===== src/rtl/simt_pkg.sv =====
package simt_pkg;
  typedef enum logic [2:0] {
    ACT_HOLD    = 3'd0,
    ACT_PUSH    = 3'd1,
    ACT_OTHER   = 3'd2,
    ACT_RESTORE = 3'd3,
    ACT_OVF     = 3'd4
  } stack_act_e;

  function automatic int unsigned idx_width(input int unsigned n);
    return (n > 1) ? $clog2(n) : 1;
  endfunction
endpackage


===== src/rtl/simt_div_split.sv =====
module simt_div_split #(
  parameter int LANES = 32
) (
  input  logic [LANES-1:0] cur_mask,
  input  logic [LANES-1:0] taken,
  output logic [LANES-1:0] taken_mask,
  output logic [LANES-1:0] other_mask,
  output logic             diverge
);
  always_comb begin
    taken_mask = cur_mask & taken;
    other_mask = cur_mask & ~taken;
    diverge    = (|taken_mask) && (|other_mask);
  end
endmodule


===== src/rtl/simt_seq_decide.sv =====
module simt_seq_decide
  import simt_pkg::*;
(
  input  logic       branch_valid,
  input  logic       path_done,
  input  logic       diverge,
  input  logic       full,
  input  logic       empty,
  input  logic       top_second,
  output stack_act_e act
);
  always_comb begin
    act = ACT_HOLD;
    if (branch_valid) begin
      if (diverge) act = full ? ACT_OVF : ACT_PUSH;
    end else if (path_done && !empty) begin
      act = top_second ? ACT_RESTORE : ACT_OTHER;
    end
  end
endmodule


===== src/rtl/simt_lifo_ram.sv =====
module simt_lifo_ram #(
  parameter int W     = 64,
  parameter int DEPTH = 4,
  parameter int AW    = 2
) (
  input  logic          clk,
  input  logic          we,
  input  logic [AW-1:0] waddr,
  input  logic [W-1:0]  wdata,
  input  logic [AW-1:0] raddr,
  output logic [W-1:0]  rdata
);
  logic [W-1:0] mem [DEPTH];

  always_ff @(posedge clk) begin
    if (we) mem[waddr] <= wdata;
  end

  assign rdata = mem[raddr];
endmodule


===== src/rtl/simt_mask_stack.sv =====
module simt_mask_stack
  import simt_pkg::*;
#(
  parameter int LANES = 32,
  parameter int DEPTH = 4
) (
  input  logic             clk,
  input  logic             rst,
  input  logic             branch_valid,
  input  logic [LANES-1:0] branch_taken,
  input  logic             path_done,
  output logic [LANES-1:0] lane_mask,
  output logic             lanes_live,
  output logic             stack_overflow
);
  localparam int AW = idx_width(DEPTH);
  localparam int LW = $clog2(DEPTH + 1);
  localparam int EW = 2 * LANES;

  logic [LANES-1:0] mask_q, mask_d;
  logic [LW-1:0]    lvl_q;
  logic [DEPTH-1:0] second_q;
  logic             live_q, ovf_q;

  logic [LANES-1:0] tk_mask, nt_mask;
  logic             diverge;
  logic [AW-1:0]    waddr, raddr;
  logic [EW-1:0]    rd_entry;
  logic             full, empty, ram_we;
  stack_act_e       act;

  assign waddr = lvl_q[AW-1:0];
  assign raddr = waddr - AW'(1);
  assign full  = (lvl_q == LW'(DEPTH));
  assign empty = (lvl_q == '0);

  simt_div_split #(.LANES(LANES)) u_split (
    .cur_mask   (mask_q),
    .taken      (branch_taken),
    .taken_mask (tk_mask),
    .other_mask (nt_mask),
    .diverge    (diverge)
  );

  simt_seq_decide u_decide (
    .branch_valid (branch_valid),
    .path_done    (path_done),
    .diverge      (diverge),
    .full         (full),
    .empty        (empty),
    .top_second   (second_q[raddr]),
    .act          (act)
  );

  assign ram_we = (act == ACT_PUSH);

  simt_lifo_ram #(.W(EW), .DEPTH(DEPTH), .AW(AW)) u_ram (
    .clk   (clk),
    .we    (ram_we),
    .waddr (waddr),
    .wdata ({mask_q, nt_mask}),
    .raddr (raddr),
    .rdata (rd_entry)
  );

  always_comb begin
    case (act)
      ACT_PUSH:    mask_d = tk_mask;
      ACT_OTHER:   mask_d = rd_entry[LANES-1:0];
      ACT_RESTORE: mask_d = rd_entry[EW-1:LANES];
      default:     mask_d = mask_q;
    endcase
  end

  always_ff @(posedge clk) begin
    if (rst) begin
      mask_q   <= '1;
      live_q   <= 1'b1;
      lvl_q    <= '0;
      second_q <= '0;
      ovf_q    <= 1'b0;
    end else begin
      mask_q <= mask_d;
      live_q <= |mask_d;
      case (act)
        ACT_PUSH: begin
          second_q[waddr] <= 1'b0;
          lvl_q           <= lvl_q + LW'(1);
        end
        ACT_OTHER:   second_q[raddr] <= 1'b1;
        ACT_RESTORE: lvl_q <= lvl_q - LW'(1);
        ACT_OVF:     ovf_q <= 1'b1;
        default: ;
      endcase
    end
  end

  assign lane_mask      = mask_q;
  assign lanes_live     = live_q;
  assign stack_overflow = ovf_q;
endmodule


===== config.mk =====
export PLATFORM = sky130hd
export DESIGN_NAME = simt_mask_stack
export DESIGN_NICKNAME = d
export VERILOG_FILES = /design/src/rtl/simt_pkg.sv /design/src/rtl/simt_div_split.sv /design/src/rtl/simt_seq_decide.sv /design/src/rtl/simt_lifo_ram.sv /design/src/rtl/simt_mask_stack.sv
export SDC_FILE = /design/constraint.sdc
export NUM_CORES = 1
export LEC_CHECK = 0
export BUFFER_PORTS_ARGS = -buffer_cell sky130_fd_sc_hd__buf_4
export CAP_MARGIN = 20
export CORE_MARGIN = 8
export CORE_UTILIZATION = 38
export DETAILED_ROUTE_END_ITERATION = 6
export SYNTH_ARGS = -nofsm -noshare
export SYNTH_HDL_FRONTEND = slang
export SYNTH_SLANG_ARGS = --single-unit

===== constraint.sdc =====
create_clock -name clk -period 6.68 [get_ports clk]
set_input_delay 0.668 -clock clk [delete_from_list [all_inputs] [get_ports clk]]
set_output_delay 0.668 -clock clk [all_outputs]
set_load 0.05 [all_outputs]

==> metrics.txt, run 1 <==
TritonCTS clock tree done; utilization after layout 0.443; delay-heaviest family, CP simple AND/OR/NAND/NOR gates; placed insts 1,259; cell mode on critical path nor2_1; syn avg cell area 16.1 sq um; slowest CP cell nor2_1; placed cell areas 13,400 sq um; total track usage 0.168; Fmax 226 MHz; die height 197 um; cts repair resizes 0; I/O Buffers 69; vias in the first global route 7,307; crit-path max FO 40; r2r endpoint lanes_live; asr flop ratio synth 0; antenna viol nets, final 0; WL final 33,000 um; Worst Setup End Kind register; overall power 4.50 mW; Slew Limit Headroom 0.235; Pleak 4.84 nW; Layout Nets 892; DP HPWL 21,200 um; first-pass GRT wire length 48,900 um; Num CTS Buffers 31; worst stage delay on the critical path 980 ps; crit path setup slack, layout 2260 ps; DR vias/cell 5.61; Tmin final 4420 ps; Max-Cap Viols 0; post-route insts no fill 1,317; CP cell instances inv_1, ha_4, mux4_2, nor2_1, a22oi_1, a31oi_1, nor2_1, nand4bb_1, nor4_1, nand4_1; Final setup viols 0; Netlist cell types 55; P&R area growth vs syn 15.5%; DR iter-0 viols 725; CP bufs+invs 1; Design Area, Final 14,300 sq um; cell count of the worst hold path 2; Worst Setup Start Kind register; layout cells sized above 1 0.181; global route overflow 0; synthesized cell area 12,400 sq um; maximum VDD drop 0.214 mV; largest net degree at the start of global routing 41; fin crit share 0.662; Initial Utilization 0.383; final hold vios 0; die area 38,700 sq um; Horiz. Die Dim 197 um; clk buf depth 3; most used flip-flop cell after synthesis edfxtp_1; io pins 70; pwr/cell area 314 nW/um^2; Final TNS setup 0 ps; total core area 32,400 sq um; routability cong. 0.836; Setup Buffers After CTS 0; ant diodes 0; Hold Buf Count CTS 0; overall via count from detail_route 7,388; post-synthesis register bit count 297; Slew Limit Fails 0; root buf cell clkbuf_16; Mapped Nets 813; H-tree depth 1; YS warnings 0; TritonRoute pass-1 iters 5; start point of the worst hold path rst; clock sink count 297; Post-synth EDFFs 256; antenna violations before repair 0; setup slack, reg-to-reg 2260 ps; per-cell routed wire length 25.0 um; WP data arrival 4930 ps; reg2reg start lvl_q[0]; skew final 18.0 ps; Worst-path clk slew 60 ps; Worst-Skew Late Latency 570 ps; Rows 66; dpl ws 2160 ps; hold_ws 403 ps; Reg2Reg Depth 10; WP data required 7190 ps; CP Class register to register; worst hold path class input pin to register; RSZ-0062 raised after global routing false; Mapped Cells 771; endpoint of the worst hold-timing path lvl_q[0]; status finished, final reports clean; sequential area share after synthesis 0.686; Worst-Margin Slew 1140 ps; drc violations 0
[cell usage after synthesis, types with 14 or more instances]
cell type	instances	area share
a21oi_1	27	0.011
o21ai_0	19	0.0077
nand2_1	72	0.022
nor2b_1	33	0.017
mux4_2	18	0.033
dfxtp_1	41	0.066
o22ai_1	14	0.0071
a22oi_1	23	0.014
a31oi_1	20	0.010
nor2_1	31	0.0094
mux2i_1	27	0.022
mux4_1	35	0.074
edfxtp_1	256	0.62
[cell type report]
type	instances	area (sq um)
Fill cell	2907	18000
Sequential cell	297	8510
Multi-Input combinational cell	423	3610
Clock buffer	47	886
Timing Repair Buffer	85	638
Tap cell	442	553
Clock inverter	11	95.1
Inverter	12	45.0
[how the worst max path moves through the flow]
stage / start / endpoint / slack [ps] / cells after the start
3_3_place_gp: branch_taken[15] / u_ram.mem[0][9] / 2190 / 9
6_report: lvl_q[0] / lanes_live / 2260 / 10
2_1_floorplan: lane_mask[27] / u_ram.mem[0][0] / 3220 / 8
3_5_place_dp: branch_taken[1] / u_ram.mem[0][33] / 2160 / 9
5_1_grt: lvl_q[0] / lanes_live / 1990 / 10
4_1_cts: lvl_q[0] / lanes_live / 2250 / 10
[state kept, by name (all words and copies together), names as in the netlist]
register,flops
u_ram.mem,256
stack_overflow,1
lvl_q,3
lane_mask,32
lanes_live,1
second_q,4
[worst reg2reg max path, delay by kind of cell (launching register included)]
kind                     cells  cell delay [ps]
AO/OA/AOI/OAI                2              460
adder cells (fa/ha/maj)      1              740
multiplexers                 1              930
buffers and inverters        1              270
flip-flops                   1              590
AND/OR/NAND/NOR              5             1360
[power breakdown]
part           total, mW  internal [mW]  switching (mW)
Sequential          2.24           2.15          0.0847
Combinational      0.605          0.222           0.382
Clock               1.65          0.953           0.701
[cell usage in the layout, fill, tap and decap left out, types with 5 or more instances in the layout]
master,Yosys,routed
mux4_1,35,35
nor4_1,11,11
a22oi_1,23,23
o21ai_0,19,19
a211oi_1,8,8
clkbuf_16,0,31
nor2_1,31,31
nor2b_1,33,33
o22ai_1,14,14
edfxtp_1,256,256
clkbuf_1,13,11
a21oi_1,27,26
mux4_2,18,18
nand2_1,72,72
buf_4,3,85
a31oi_1,20,20
nand3_1,10,10
nand3b_1,7,7
dfxtp_1,41,40
clkinv_1,1,6
nand4_1,13,13
inv_1,11,7
clkbuf_8,0,5
a22o_1,5,5
mux2i_1,27,26
[layer usage]
metal | global-route usage | vias to the layer above | part of all wire
met4 | 0.0568 | 0 | 0.030
met5 | 0 | - | 0
met2 | 0.260 | 306 | 0.46
li1 | - | 3268 | -
met1 | 0.232 | 3758 | 0.43
met3 | 0.0356 | 56 | 0.076
[logic make-up after synthesis]
logic type	share of synthesized area
DFF	0.686
AOI/OAI and AO/OA	0.0734
adders and majority gates	0.00665
xor gates and xnor gates	0.00141
and+or+nand+nor	0.0771
buffers and inverters	0.0255
muxes	0.130
Power figures use the tool's default switching activity.
==> inputs of run 2 (changes only) <==
Clock period 6.68 ns to 3.6 ns, I/O delays scaled along.
==> run 2 against run 1 <==
  * First-iteration DRC count is 3.9% lower
  * Utilization is 1.3 points higher
  * Sequential cell count stayed put
  * Via count is 2.0% higher
  * Die area stayed put
  * Clock skew is 6.7 ps lower
  * Critical path depth is 2 higher
  * Largest cell class unchanged
  * Largest power group unchanged
==> metrics.txt, run 2 (same netlist as run 1, synthesis figures left out) <==
commonest non-fill, non-tap cell in the layout edfxtp_1; skew final 11.3 ps (-6.66 ps); pwr/cell area 580 nW/um^2 (+85%); met2 WL 15,600 um (+2.1%); Net Sw Power 2.19 mW (+88%); maximum VDD drop 0.378 mV (+77%); Pint 6.37 mW (+91%); overall via count from detail_route 7,539 (+2.0%); max reg flops 256 (unchanged); Final setup viols 0 (unchanged); Worst-Skew Late Latency 550 ps (-20 ps); H-tree depth 1 (unchanged); Worst-Margin Slew 955 ps (-189 ps); Clock power frac 0.373 (+0.005); total core area 32,400 sq um (unchanged); crit-path max FO 10 (-75%); sequential share of power 0.477 (-0.021); vias in the first global route 7,506 (+2.7%); drc violations 0 (unchanged); Top reg by flops u_ram.mem; per-cell routed wire length 24.3 um (-3.0%); uppermost layer routed met4; Slew Limit Headroom 0.360 (+0.125); I/O Buffers 69 (unchanged); io pins 70 (unchanged); TritonCTS clock tree done; Fmax 300 MHz (+33%); Sw Ratio 0.256 (-0.00354); die area 38,700 sq um (unchanged); antenna violations before repair 0 (unchanged); Initial Utilization 0.383 (unchanged); first-pass GRT wire length 48,300 um (-1.2%); Layout Nets 926 (+3.8%); largest net degree at the start of global routing 65 (+59%); WL final 32,800 um (-0.60%); Final TNS setup 0 ps (unchanged); fill count 2,884 (-0.79%); DP HPWL 22,000 um (+3.6%); layout cells sized above 1 0.219 (+0.0386); routability cong. 0.867 (+3.7%); Worst Setup Start Kind register; WP data required 4020 ps (-3170 ps); Tmin final 3330 ps (-1090 ps); Comb pwr share 0.149 (+0.015); ant diodes 0 (unchanged); clock sink count 297 (unchanged); DR vias/cell 5.58 (-0.45%); antenna viol nets, final 0 (unchanged); Horiz. Die Dim 197 um (unchanged); DR iter-0 viols 697 (-3.9%); Worst Setup End Kind register; fin crit share 0.925 (+0.264); Slew Limit Fails 0 (unchanged); RSZ-0062 raised after global routing false; TritonRoute pass-1 iters 5 (unchanged); P&R area growth vs syn 18.8%; Num CTS Buffers 31 (unchanged); worst stage delay on the critical path 410 ps (-570 ps); met1 WL 14,100 um (-1.1%); worst hold path class input pin to register; total track usage 0.165 (-0.00311); WP data arrival 3750 ps (-1180 ps); Rows 66 (unchanged); cell mode on critical path nand4_1; Pleak 5.05 nW (+4.4%); slowest CP cell nor4_2; CP Class register to register; status finished, final reports clean; clk buf depth 3 (unchanged); utilization after layout 0.456 (+0.0128); Worst-path clk slew 70 ps (about the same); root buf cell clkbuf_16; final hold vios 0 (unchanged); global route overflow 0 (unchanged); die height 197 um (unchanged); CP cell instances inv_1, ha_4, mux2_2, nand4_1, buf_4, o22ai_1, a211oi_1, a31oi_1, a22oi_1, nand3_1, nor4_2, nand4_1; most frequent cells in the layout edfxtp_1 (256), buf_4 (110), nand2_1 (72); Max-Cap Viols 0 (unchanged); metal3 WL 2270 um (-9.2%)
## run 2: cell types whose count changed in the layout (fill, tap and decap cells not counted), moves of 2 or more
cell and delta:
buf_4 +25, buf_12 +9, clkbuf_1 -5, clkinv_2 +5
clkbuf_8 -4, bufinv_16 +3, clkinv_1 -2, inv_6 +2
## run 2: power by group through the flow
stage	Combinational (mW)	Clock [mW]	Sequential, mW
6_report	1.28	3.20	4.08
5_1_grt	1.36	3.40	4.10
4_1_cts	1.27	3.25	4.09
3_5_place_dp	1.27	0	4.16
3_3_place_gp	1.27	0	4.15
2_1_floorplan	0.673	0	4.28
## run 2: critical path, delay by kind of cell (launching register included)
kind | cells | cell delay (ps)
flip-flops | 1 | 380
AO/OA/AOI/OAI | 4 | 790
multiplexers | 1 | 370
buffers and inverters | 2 | 390
adder cells (fa/ha/maj) | 1 | 340
AND/OR/NAND/NOR | 4 | 940
## run 2: final timing paths
kind | from | end | slack (ps) | cells after the start
worst max-delay path | lvl_q[1] | lanes_live | 270 | 12
worst min-delay path | rst | lvl_q[0] | 110 | 2
worst max register to register | lvl_q[1] | lanes_live | 270 | 12
worst min register to register | second_q[2] | second_q[2] | 550 | 2
## run 2: routing by layer
| layer | track usage | vias up |
|---|---|---|
| met4 | 0.0504 | 0 |
| met1 | 0.219 | 3858 |
| met5 | 0 | - |
| li1 | - | 3336 |
| met2 | 0.269 | 290 |
| met3 | 0.0326 | 55 |
## run 2: what timing repair did
action | 4_1_cts | 5_1_grt
hold buffers | 0 | 0
resized for setup | 0 | 1
setup endpoints to repair | 0 | 1
hold endpoints to repair | 0 | 0
buffers inserted | 0 | 3
## run 2: through the flow
stage	power [mW]	hold slack [ps]	instance area, sq um	setup slack (ps)	cells
5_1_grt	8.86	96.7	14700	76.4	1350
6_report	8.56	113	14700	268	1350
2_1_floorplan	4.95	464	12400	138	771
4_1_cts	8.61	89.7	14700	106	1347
3_3_place_gp	5.42	510	13700	153	1290
3_5_place_dp	5.43	535	13700	165	1290
## run 2: area by class of cell
class	instances	area [sq um]	area share
Clock inverter	19	208	0.0141
Timing Repair Buffer	119	1010	0.0682
Sequential cell	297	8510	0.577
Multi-Input combinational cell	423	3610	0.245
Tap cell	442	553	0.0375
Inverter	12	45.0	0.00305
Clock buffer	38	812	0.0551
